--- src/rtl/gpio_ctrl_pkg.sv ---
package gpio_ctrl_pkg;
  localparam int unsigned DATA_W     = 32;
  // word indices (byte offset / 4)
  localparam int unsigned REG_HANDOVER = 0;
  localparam int unsigned REG_DIR      = 1;
  localparam int unsigned REG_OEN      = 2;
  localparam int unsigned REG_OVAL     = 3;
  localparam int unsigned REG_INVAL    = 4;
  localparam int unsigned REG_MASK     = 5;
  localparam int unsigned REG_UNMASK   = 6;
  localparam int unsigned REG_SETMASK  = 7;
  localparam int unsigned REG_STATUS   = 8;
  localparam int unsigned REG_TTYPE    = 9;
  localparam int unsigned REG_TPOL     = 10;
  localparam int unsigned REG_TBOTH    = 11;
endpackage

--- src/rtl/gpio_rst_sync.sv ---
module gpio_rst_sync (
  input  logic clk,
  input  logic arst_n,
  output logic rst_n_o
);
  logic [1:0] chain_q;

  always_ff @(posedge clk or negedge arst_n) begin
    if (!arst_n) begin
      chain_q <= 2'b00;
    end else begin
      chain_q <= {chain_q[0], 1'b1};
    end
  end

  assign rst_n_o = chain_q[1];
endmodule

--- src/rtl/gpio_in_sync.sv ---
module gpio_in_sync #(
  parameter int unsigned NPINS  = 32,
  parameter int unsigned STAGES = 2
) (
  input  logic             clk,
  input  logic             rst_n,
  input  logic [NPINS-1:0] async_in,
  output logic [NPINS-1:0] sync_out
);
  logic [NPINS-1:0] stage_q [STAGES];

  for (genvar s = 0; s < STAGES; s++) begin : g_stage
    logic [NPINS-1:0] stage_d;
    if (s == 0) begin : g_first
      assign stage_d = async_in;
    end else begin : g_next
      assign stage_d = stage_q[s-1];
    end
    always_ff @(posedge clk or negedge rst_n) begin
      if (!rst_n) begin
        stage_q[s] <= '0;
      end else begin
        stage_q[s] <= stage_d;
      end
    end
  end

  assign sync_out = stage_q[STAGES-1];
endmodule

--- src/rtl/gpio_irq_unit.sv ---
module gpio_irq_unit #(
  parameter int unsigned NPINS = 32
) (
  input  logic             clk,
  input  logic             rst_n,
  input  logic [NPINS-1:0] level_in,
  input  logic [NPINS-1:0] ttype,
  input  logic [NPINS-1:0] tpol,
  input  logic [NPINS-1:0] tboth,
  input  logic             clear_all,
  output logic [NPINS-1:0] status
);
  logic [NPINS-1:0] prev_q;
  logic [NPINS-1:0] stat_q;
  logic [NPINS-1:0] stat_d;
  logic [NPINS-1:0] hit;

  for (genvar g = 0; g < NPINS; g++) begin : g_pin
    logic rise, fall, lvl_hit, edge_hit;
    assign rise     = level_in[g] & ~prev_q[g];
    assign fall     = ~level_in[g] & prev_q[g];
    assign lvl_hit  = tpol[g] ? level_in[g] : ~level_in[g];
    assign edge_hit = tboth[g] ? (rise | fall) : (tpol[g] ? rise : fall);
    assign hit[g]   = ttype[g] ? lvl_hit : edge_hit;
  end

  always_comb begin
    stat_d = stat_q;
    if (clear_all) begin
      stat_d = '0;
    end
    stat_d = stat_d | hit;
  end

  always_ff @(posedge clk or negedge rst_n) begin
    if (!rst_n) begin
      prev_q <= '0;
      stat_q <= '0;
    end else begin
      prev_q <= level_in;
      stat_q <= stat_d;
    end
  end

  assign status = stat_q;

  // without a clearing read, no recorded bit is lost
  a_r12_status_holds: assert property (@(posedge clk) disable iff (!rst_n)
    !clear_all |=> ((stat_q & $past(stat_q)) == $past(stat_q)));

  // a clearing read with no new event leaves status empty
  a_r7_read_clears: assert property (@(posedge clk) disable iff (!rst_n)
    (clear_all && (hit == '0)) |=> (stat_q == '0));
endmodule

--- src/rtl/gpio_regs.sv ---
module gpio_regs
  import gpio_ctrl_pkg::*;
#(
  parameter int unsigned NPINS = 32,
  parameter int unsigned IDX_W = 6
) (
  input  logic              clk,
  input  logic              rst_n,
  input  logic              wr_en,
  input  logic              rd_en,
  input  logic [IDX_W-1:0]  word,
  input  logic [NPINS-1:0]  wdata,
  output logic [DATA_W-1:0] rdata,
  input  logic [NPINS-1:0]  in_val,
  input  logic [NPINS-1:0]  status,
  output logic [NPINS-1:0]  handover,
  output logic [NPINS-1:0]  dir,
  output logic [NPINS-1:0]  oen,
  output logic [NPINS-1:0]  oval,
  output logic [NPINS-1:0]  mask,
  output logic [NPINS-1:0]  ttype,
  output logic [NPINS-1:0]  tpol,
  output logic [NPINS-1:0]  tboth,
  output logic              clear_all
);
  logic [NPINS-1:0] hov_q, hov_d, dir_q, dir_d, oen_q, oen_d, oval_q, oval_d;
  logic [NPINS-1:0] mask_q, mask_d, tty_q, tty_d, tpl_q, tpl_d, tbo_q, tbo_d;
  logic [NPINS-1:0] rd_sel;

  always_comb begin
    hov_d  = hov_q;
    dir_d  = dir_q;
    oen_d  = oen_q;
    oval_d = oval_q;
    mask_d = mask_q;
    tty_d  = tty_q;
    tpl_d  = tpl_q;
    tbo_d  = tbo_q;
    if (wr_en) begin
      case (word)
        IDX_W'(REG_HANDOVER): hov_d  = wdata;
        IDX_W'(REG_DIR):      dir_d  = wdata;
        IDX_W'(REG_OEN):      oen_d  = wdata;
        IDX_W'(REG_OVAL):     oval_d = wdata;
        IDX_W'(REG_UNMASK):   mask_d = mask_q & ~wdata;
        IDX_W'(REG_SETMASK):  mask_d = mask_q | wdata;
        IDX_W'(REG_TTYPE):    tty_d  = wdata;
        IDX_W'(REG_TPOL):     tpl_d  = wdata;
        IDX_W'(REG_TBOTH):    tbo_d  = wdata;
        default: ;
      endcase
    end
  end

  always_ff @(posedge clk or negedge rst_n) begin
    if (!rst_n) begin
      hov_q  <= '1;
      dir_q  <= '1;
      mask_q <= '1;
      oen_q  <= '0;
      oval_q <= '0;
      tty_q  <= '0;
      tpl_q  <= '0;
      tbo_q  <= '0;
    end else begin
      hov_q  <= hov_d;
      dir_q  <= dir_d;
      mask_q <= mask_d;
      oen_q  <= oen_d;
      oval_q <= oval_d;
      tty_q  <= tty_d;
      tpl_q  <= tpl_d;
      tbo_q  <= tbo_d;
    end
  end

  always_comb begin
    case (word)
      IDX_W'(REG_HANDOVER): rd_sel = hov_q;
      IDX_W'(REG_DIR):      rd_sel = dir_q;
      IDX_W'(REG_OEN):      rd_sel = oen_q;
      IDX_W'(REG_OVAL):     rd_sel = oval_q;
      IDX_W'(REG_INVAL):    rd_sel = in_val;
      IDX_W'(REG_MASK):     rd_sel = mask_q;
      IDX_W'(REG_STATUS):   rd_sel = status;
      IDX_W'(REG_TTYPE):    rd_sel = tty_q;
      IDX_W'(REG_TPOL):     rd_sel = tpl_q;
      IDX_W'(REG_TBOTH):    rd_sel = tbo_q;
      default:              rd_sel = '0;
    endcase
    rdata = '0;
    rdata[NPINS-1:0] = rd_sel;
  end

  assign clear_all = rd_en && (word == IDX_W'(REG_STATUS));
  assign handover  = hov_q;
  assign dir       = dir_q;
  assign oen       = oen_q;
  assign oval      = oval_q;
  assign mask      = mask_q;
  assign ttype     = tty_q;
  assign tpol      = tpl_q;
  assign tboth     = tbo_q;

  // an unmask-set write leaves the written bits unmasked
  a_r5_unmask_write: assert property (@(posedge clk) disable iff (!rst_n)
    (wr_en && word == IDX_W'(REG_UNMASK)) |=> ((mask_q & $past(wdata)) == '0));

  // a mask-set write leaves the written bits masked
  a_r5_setmask_write: assert property (@(posedge clk) disable iff (!rst_n)
    (wr_en && word == IDX_W'(REG_SETMASK)) |=> ((mask_q & $past(wdata)) == $past(wdata)));
endmodule

--- src/rtl/gpio_ctrl.sv ---
module gpio_ctrl
  import gpio_ctrl_pkg::*;
#(
  parameter int unsigned NPINS  = 32,
  parameter int unsigned ADDR_W = 8
) (
  input  logic              clk,
  input  logic              rst_n,
  input  logic              psel,
  input  logic              penable,
  input  logic              pwrite,
  input  logic [ADDR_W-1:0] paddr,
  input  logic [DATA_W-1:0] pwdata,
  output logic [DATA_W-1:0] prdata,
  input  logic [NPINS-1:0]  pad_in,
  output logic [NPINS-1:0]  pad_out,
  output logic [NPINS-1:0]  pad_oe,
  input  logic [NPINS-1:0]  alt_out,
  input  logic [NPINS-1:0]  alt_oe,
  output logic [NPINS-1:0]  alt_in,
  output logic              irq
);
  localparam int unsigned IDX_W = ADDR_W - 2;

  logic             rst_core_n;
  logic             wr_en, rd_en, clear_all;
  logic [IDX_W-1:0] word;
  logic [NPINS-1:0] level_in, status, handover, dir, oen, oval, mask;
  logic [NPINS-1:0] ttype, tpol, tboth;
  logic             unused_bits;

  assign wr_en       = psel & penable & pwrite;
  assign rd_en       = psel & penable & ~pwrite;
  assign word        = paddr[ADDR_W-1:2];
  assign unused_bits = ^{pwdata, paddr[1:0]};

  gpio_rst_sync u_rst (
    .clk     (clk),
    .arst_n  (rst_n),
    .rst_n_o (rst_core_n)
  );

  gpio_in_sync #(.NPINS(NPINS), .STAGES(2)) u_sync (
    .clk      (clk),
    .rst_n    (rst_core_n),
    .async_in (pad_in),
    .sync_out (level_in)
  );

  gpio_regs #(.NPINS(NPINS), .IDX_W(IDX_W)) u_regs (
    .clk       (clk),
    .rst_n     (rst_core_n),
    .wr_en     (wr_en),
    .rd_en     (rd_en),
    .word      (word),
    .wdata     (pwdata[NPINS-1:0]),
    .rdata     (prdata),
    .in_val    (level_in),
    .status    (status),
    .handover  (handover),
    .dir       (dir),
    .oen       (oen),
    .oval      (oval),
    .mask      (mask),
    .ttype     (ttype),
    .tpol      (tpol),
    .tboth     (tboth),
    .clear_all (clear_all)
  );

  gpio_irq_unit #(.NPINS(NPINS)) u_irq (
    .clk       (clk),
    .rst_n     (rst_core_n),
    .level_in  (level_in),
    .ttype     (ttype),
    .tpol      (tpol),
    .tboth     (tboth),
    .clear_all (clear_all),
    .status    (status)
  );

  // pin mux: handover bit selects the alternate path
  assign pad_out = (handover & alt_out) | (~handover & oval);
  assign pad_oe  = (handover & alt_oe) | (~handover & ~dir & oen);
  assign alt_in  = pad_in;
  assign irq     = |(status & ~mask);

  // with nothing pending and unmasked, the request is low
  a_r10_irq_quiet: assert property (@(posedge clk) disable iff (!rst_core_n)
    ((status & ~mask) == '0) |-> !irq);

  // a GPIO-owned pin set as input never drives its pad
  a_r3_input_no_drive: assert property (@(posedge clk) disable iff (!rst_core_n)
    ((pad_oe & dir & ~handover) == '0));
endmodule

--- config.mk ---
export PLATFORM = sky130hd
export DESIGN_NAME = gpio_ctrl
export DESIGN_NICKNAME = d
export VERILOG_FILES = /design/src/rtl/gpio_ctrl_pkg.sv /design/src/rtl/gpio_rst_sync.sv /design/src/rtl/gpio_in_sync.sv /design/src/rtl/gpio_irq_unit.sv /design/src/rtl/gpio_regs.sv /design/src/rtl/gpio_ctrl.sv
export SDC_FILE = /design/constraint.sdc
export NUM_CORES = 1
export LEC_CHECK = 0
export ABC_AREA = 1
export BUFFER_PORTS_ARGS = -buffer_cell sky130_fd_sc_hd__buf_4
export CORE_ASPECT_RATIO = 0.9
export CORE_MARGIN = 5
export CORE_UTILIZATION = 55
export CTS_CLUSTER_DIAMETER = 80
export CTS_CLUSTER_SIZE = 25
export DETAILED_ROUTE_END_ITERATION = 10
export MAX_ROUTING_LAYER = met4
export PLACE_DENSITY = 0.77
export SYNTH_ARGS = -nofsm -noshare
export SYNTH_HDL_FRONTEND = slang
export SYNTH_HIERARCHICAL = 1
export SYNTH_SLANG_ARGS = --single-unit
--- constraint.sdc ---
create_clock -name clk -period 30.2 [get_ports clk]
set_input_delay 0 -clock clk [delete_from_list [all_inputs] [get_ports clk]]
set_output_delay 0 -clock clk [all_outputs]
set_load 0.1 [all_outputs]
==> results.py, run 1 <==
metrics = {
    "run_status": {
        "status": "complete, no violations",
    },
    "global_route": {
        "grtUsageMet1_pct": 42.1,
        "antenna_found_initial": 4,
        "grt_max_degree": 171,
        "grt_overflow_total": 0,
        "use_met2_pct": 47.2,
        "top_usage_layer": "met2",
        "grt_pass1_wl_mm": 96.7,
        "grt_pass1_vias": 18000,
        "globalRouteTotalUtil_pct": 30.6,
        "gr-usage-met3_pct": 5.76,
    },
    "floorplan": {
        "row_count": 66,
        "io_pins": 270,
        "fp.coreArea_mm2": 0.0359,
        "start_util_pct": 55.3,
        "fp.dieH_um": 190,
        "die_w_um": 210,
        "fp.dieArea_mm2": 0.0400,
    },
    "hold_path": {
        "min_path_type": "primary input to flip-flop",
    },
    "sta": {
        "maxSlewHeadroom_pct": 13.3,
        "drv_slew": 0,
        "min_period_ps": 4110,
        "tns_ps": 0,
        "worst_pin_slew_ps": 1300,
        "rsz0062_at_grt": "false",
        "finalClockSkew_ps": 15.9,
        "timing.fmax_ghz": 0.243,
        "hold_slack_ps": 101,
        "setup_viol": 0,
        "fin_crit_sh_pct": 13.6,
        "hold_violations": 0,
    },
    "placement": {
        "io_buffers": 267,
        "place.gp.congestion": 0.878,
        "hpwl_mm": 37.8,
    },
    "setup_path": {
        "crit_path_end_kind": "output port",
        "required_ps": 30200,
        "crit_path_max_fanout": 35,
        "r2r_slack_ps": 27420,
        "cp.arrival_ps": 4110,
        "worstSetupStartpointType": "primary input",
        "critPathKind": "primary input to output port",
    },
    "power": {
        "peakVddDrop_v": 0.0000347,
        "p_total_mw": 1.06,
        "leakagePower_nw": 11.4,
        "p_per_area_mw_per_mm2": 45.7,
    },
    "finish": {
        "syn_to_final_growth_pct": 17.2,
        "fin_util_pct": 64.8,
        "fill_cells": 3013,
        "mostFrequentLayoutCells": "nand2_1, nand3_1, dfrtp_1, buf_4, inv_1",
        "nets": 2893,
        "final_common_cell": "nand2_1",
        "layout-drive-gt1-share_pct": 17.5,
    },
    "synthesis": {
        "yosysWarnings": 6,
        "syn_nets": 2668,
        "synth.distinct_cells": 28,
        "syn-cell-area_mm2": 0.0199,
        "syn_inst": 2463,
        "synth.avg_cell_area_um2": 8.06,
        "synth_seq_area_share_pct": 49.2,
        "synth-seq-cells": 386,
        "async_flop_share_pct": 100,
        "synthFlopType": "dfrtp_1",
        "synth_edf_count": 0,
    },
    "clock_network": {
        "cts_buffer_depth": 3,
        "clk_latency_ps": 550,
        "cts_buffers": 20,
        "cts_tree": "done",
        "cts_sinks": 386,
        "cts_resized": 0,
        "clk_pin_slew_ps": 100,
        "cts-root-buf": "clkbuf_16",
        "htree_levels": 1,
    },
    "routing": {
        "dr_total_vias": 18300,
        "vias_per_cell": 5.74,
        "drt_iter0_markers": 1870,
        "antenna_left": 0,
        "drt_wl_total_mm": 60.9,
        "firstDrtPassIters": 6,
        "wl_per_cell_um": 19.1,
        "drc": 0,
    },
    "flow_run": {
        "maxCapViolCount": 0,
    },
}
==> synth_stat cells (3+ instances only) <==
cell type    n  share of area (%)
nand2_2      8               0.25
a22o_1      32                1.4
nand3_1    303                7.6
a21oi_1     64                1.6
buf_4       36                1.4
nand4_1     82                2.6
o21ai_0    142                3.6
buf_2       47                1.2
inv_1      229                4.3
dfrtp_1    290                 37
buf_6        3               0.17
clkbuf_1    58                1.1
mux2_2      32                1.8
nor2_4       5               0.28
buf_1       11               0.21
nand3_2      4               0.20
nand4_2      3               0.19
o21ai_1    117                2.9
dfstp_2     96                 13
nor2_1     176                3.3
ha_1        64                4.0
nand2_1    654                 12
==> worst paths after layout <==
path,from,depth (start not counted),to
worst max-delay path,paddr[3],9,prdata[30]
worst min-delay path,pad_in[27],2,u_sync/g_stage[1].stage_d[27]
worst max register to register,u_rst/chain_q[1],2,u_sync/g_stage[1].stage_d[19]
worst min register to register,u_sync/g_stage[1].stage_d[24],0,u_sync/sync_out[24]
max in group asynchronous,u_rst/chain_q[1],2,u_sync/g_stage[1].stage_d[19]
min in group asynchronous,rst_n,3,u_rst/chain_q[1]
==> cell type report <==
cell class	instances	area (um2)	share of cell area (%)
Sequential cell	386	9780	42.0
Multi-Input combinational cell	1690	8510	36.5
Timing Repair Buffer	358	2880	12.4
Inverter	232	871	3.74
Tap cell	476	596	2.56
Clock buffer	31	593	2.55
Clock inverter	5	43.8	0.188
Antenna cell	4	10.0	0.0430
==> power by group <==
part	leakage, nW	internal, mW	total, mW	switching, mW
clock	0.309	0.140	0.313	0.173
sequential	4.62	0.542	0.565	0.0233
combinational	6.44	0.0530	0.187	0.134
total	11.4	0.734	1.06	0.331
==> worst max-delay path, cell delays in order <==
cell	delay, ps
dlygate4sd3_1	560
buf_4	170
nor2_4	770
buf_4	600
nand3_2	990
nor2_1	330
a21oi_1	120
nand3_1	200
buf_4	320
==> repair_timing <==
| action | CTS | global route |
|---|---|---|
| buffers inserted | 0 | 0 |
| hold buffers | 73 | 0 |
| endpoints found under the hold margin | 290 | 0 |
| endpoints found under the setup margin | 0 | 0 |
==> logic make-up after synthesis <==
kind of cell               count (synthesis)  synth area share, %
AOI/OAI and AO/OA                        355                 9.55
DFF                                      386                 49.2
adders and majority gates                 64                 4.03
other                                      1               0.0189
muxes                                     32                 1.81
buffers and inverters                    387                 8.40
and+or+nand+nor                         1238                 27.0
==> per-stage QoR <==
step	cells	instance area, um2	setup WS [ps]
5_1_grt	3182	23300	25980
2_1_floorplan	2463	19900	18810
3_5_place_dp	3069	21900	26760
4_1_cts	3178	23300	26160
6_report	3182	23300	26090
3_3_place_gp	3069	21900	26800
==> layer usage <==
metal,share of wire [%],vias up,wire length (um)
met3,10,128,6130
met5,0,-,0
li1,-,8480,-
met2,46,932,27800
met1,41,8735,25200
met4,2.9,0,1780
No activity file was read; power rests on OpenSTA's default activity.
==> run 2: changes to the inputs <==
Clock period 30.2 ns to 3.95 ns, I/O delays scaled along.
==> run 2 against run 1 <==
  * Via count grew 0.59%
  * Register-to-register slack lost 25000 ps
  * Flip-flop and latch count is the same
  * Non-clock buffer count grew 8
  * Combinational power grew to 7.8 times the previous value
  * Design area grew 0.53%
  * Critical path depth is the same
  * Largest cell class unchanged
  * Highest routed layer unchanged
==> results.py, run 2 (synthesized netlist as in run 1, its figures left out) <==
metrics = {
    "power": {
        "pwr-share-comb_pct": 17.8,
        "peakVddDrop_v": 0.000284,
        "p_int_mw": 5.59,
        "power_frac_clock_pct": 29.2,
        "p_seq_share_pct": 53.0,
        "p_total_mw": 8.14,
        "switchingPower_mw": 2.55,
        "leakagePower_nw": 11.4,
        "sw_frac_of_total_pct": 31.3,
        "p_per_area_mw_per_mm2": 348,
    },
    "floorplan": {
        "fp.dieArea_mm2": 0.0400,
        "start_util_pct": 55.3,
        "die_w_um": 210,
        "fp.dieH_um": 190,
        "row_count": 66,
        "io_pins": 270,
        "fp.coreArea_mm2": 0.0359,
    },
    "finish": {
        "multi_input_area_mm2": 0.00851,
        "mostFrequentLayoutCells": "nand2_1, nand3_1, dfrtp_1, buf_4, inv_1",
        "layout-drive-gt1-share_pct": 17.6,
        "stdcell_count": 3189,
        "fin_area_mm2": 0.0234,
        "final_common_cell": "nand2_1",
        "syn_to_final_growth_pct": 17.8,
        "fin_util_pct": 65.2,
        "regArea_mm2": 0.00978,
        "fill_cells": 2976,
        "nets": 2901,
    },
    "sta": {
        "timing.fmax_ghz": 0.325,
        "hold_slack_ps": 89.1,
        "rsz0062_at_grt": "false",
        "setup_slack_ps": 871,
        "fin_crit_sh_pct": 78.0,
        "tns_ps": 0,
        "setup_viol": 0,
        "drv_slew": 0,
        "finalClockSkew_ps": 22.8,
        "min_period_ps": 3080,
        "maxSlewHeadroom_pct": 27.2,
        "worst_pin_slew_ps": 1090,
        "hold_violations": 0,
    },
    "global_route": {
        "grt_overflow_total": 0,
        "antenna_found_initial": 3,
        "grt_pass1_vias": 18000,
        "grt_max_degree": 127,
        "globalRouteTotalUtil_pct": 30.8,
        "grt_pass1_wl_mm": 96.5,
    },
    "clock_network": {
        "cts_setup_buffers": 0,
        "htree_levels": 1,
        "clk_latency_ps": 560,
        "cts-root-buf": "clkbuf_16",
        "cts_resized": 0,
        "cts_buffers": 20,
        "clk_pin_slew_ps": 100,
        "cts_tree": "done",
        "postCtsHoldBufs": 74,
        "cts_sinks": 386,
        "cts_buffer_depth": 3,
    },
    "run_status": {
        "status": "complete, no violations",
    },
    "routing": {
        "wl_per_cell_um": 19.2,
        "firstDrtPassIters": 5,
        "vias_per_cell": 5.76,
        "antenna_left": 0,
        "dr_total_vias": 18400,
        "drc": 0,
        "drt_wl_total_mm": 61.3,
        "drt_iter0_markers": 1769,
    },
    "setup_path": {
        "cp_common_cell": "dlygate4sd3_1",
        "cp.arrival_ps": 3580,
        "crit_path_max_fanout": 9,
        "crit_family": "buffers and inverters",
        "crit_buf_inv": 5,
        "crit_path_end_kind": "flip-flop",
        "worstSetupStartpointType": "primary input",
        "crit_path_cell_trace": "dlygate4sd3_1, buf_4, nand2_2, nor4_4, dlygate4sd3_1, nand2_1, dlygate4sd3_1, nand2_1, dlygate4sd3_1",
        "critPathMaxStageDelay_ps": 970,
        "required_ps": 4450,
        "crit_slowest_cell": "dlygate4sd3_1",
        "critPathKind": "primary input to flip-flop",
    },
    "placement": {
        "hpwl_mm": 38.6,
        "dpl_cell_area_mm2": 0.0220,
        "place.gp.congestion": 0.890,
        "place_ws_ps": 1550,
        "io_buffers": 267,
        "numPlacedInstances": 3076,
    },
    "hold_path": {
        "min_path_type": "primary input to flip-flop",
    },
    "flow_run": {
        "maxCapViolCount": 0,
    },
}
==> run 2: cell types whose count changed in the layout (fill, tap and decap cells not counted), sizes merged <==
cell / previous run / this run
dlygate4sd3: 73 / 74
clkinv: 2 / 5
clkinvlp: 1 / 0
buf: 285 / 292
diode: 4 / 3
inv: 234 / 232
==> run 2: final cells by class <==
cell class / count / area share, %
diodes: 3 / 0.0321
clock buffers: 31 / 2.45
clock inverters: 5 / 0.219
inverters: 232 / 3.72
multi-input cells: 1690 / 36.3
flip-flops and latches: 386 / 41.8
well taps: 476 / 2.54
repair buffers: 366 / 12.9
==> run 2: power groups by stage <==
stage	clock network (mW)	registers, mW	logic [mW]
after detailed placement	0	4.38	1.38
after global placement	0	4.38	1.35
final	2.38	4.32	1.45
after floorplan	0	4.38	0.960
after CTS	2.41	4.31	1.44
after global routing	2.56	4.34	1.54
==> run 2: per-layer routing <==
| metal | part of all wire, % | wire [um] | track usage (%) |
|---|---|---|---|
| met5 | 0 | 0 | - |
| met4 | 3.6 | 2230 | 10.6 |
| met3 | 9.3 | 5700 | 5.03 |
| met2 | 45 | 27900 | 47.3 |
| met1 | 42 | 25500 | 42.2 |
==> run 2: path summary, 6_finish.rpt <==
kind / cells past startpoint / slack [ps] / end / from
min in group asynchronous: 0 / 280 / u_irq/status[23] / u_rst/chain_q[1]
hold / removal: 6 / 90 / flip-flop / paddr[7]
max in group asynchronous: 1 / 2590 / u_regs/ttype[30] / u_rst/chain_q[1]
setup / recovery: 9 / 870 / flip-flop / paddr[3]
setup reg to reg: 1 / 2590 / u_regs/ttype[30] / u_rst/chain_q[1]
hold reg to reg: 0 / 280 / u_irq/status[23] / u_rst/chain_q[1]
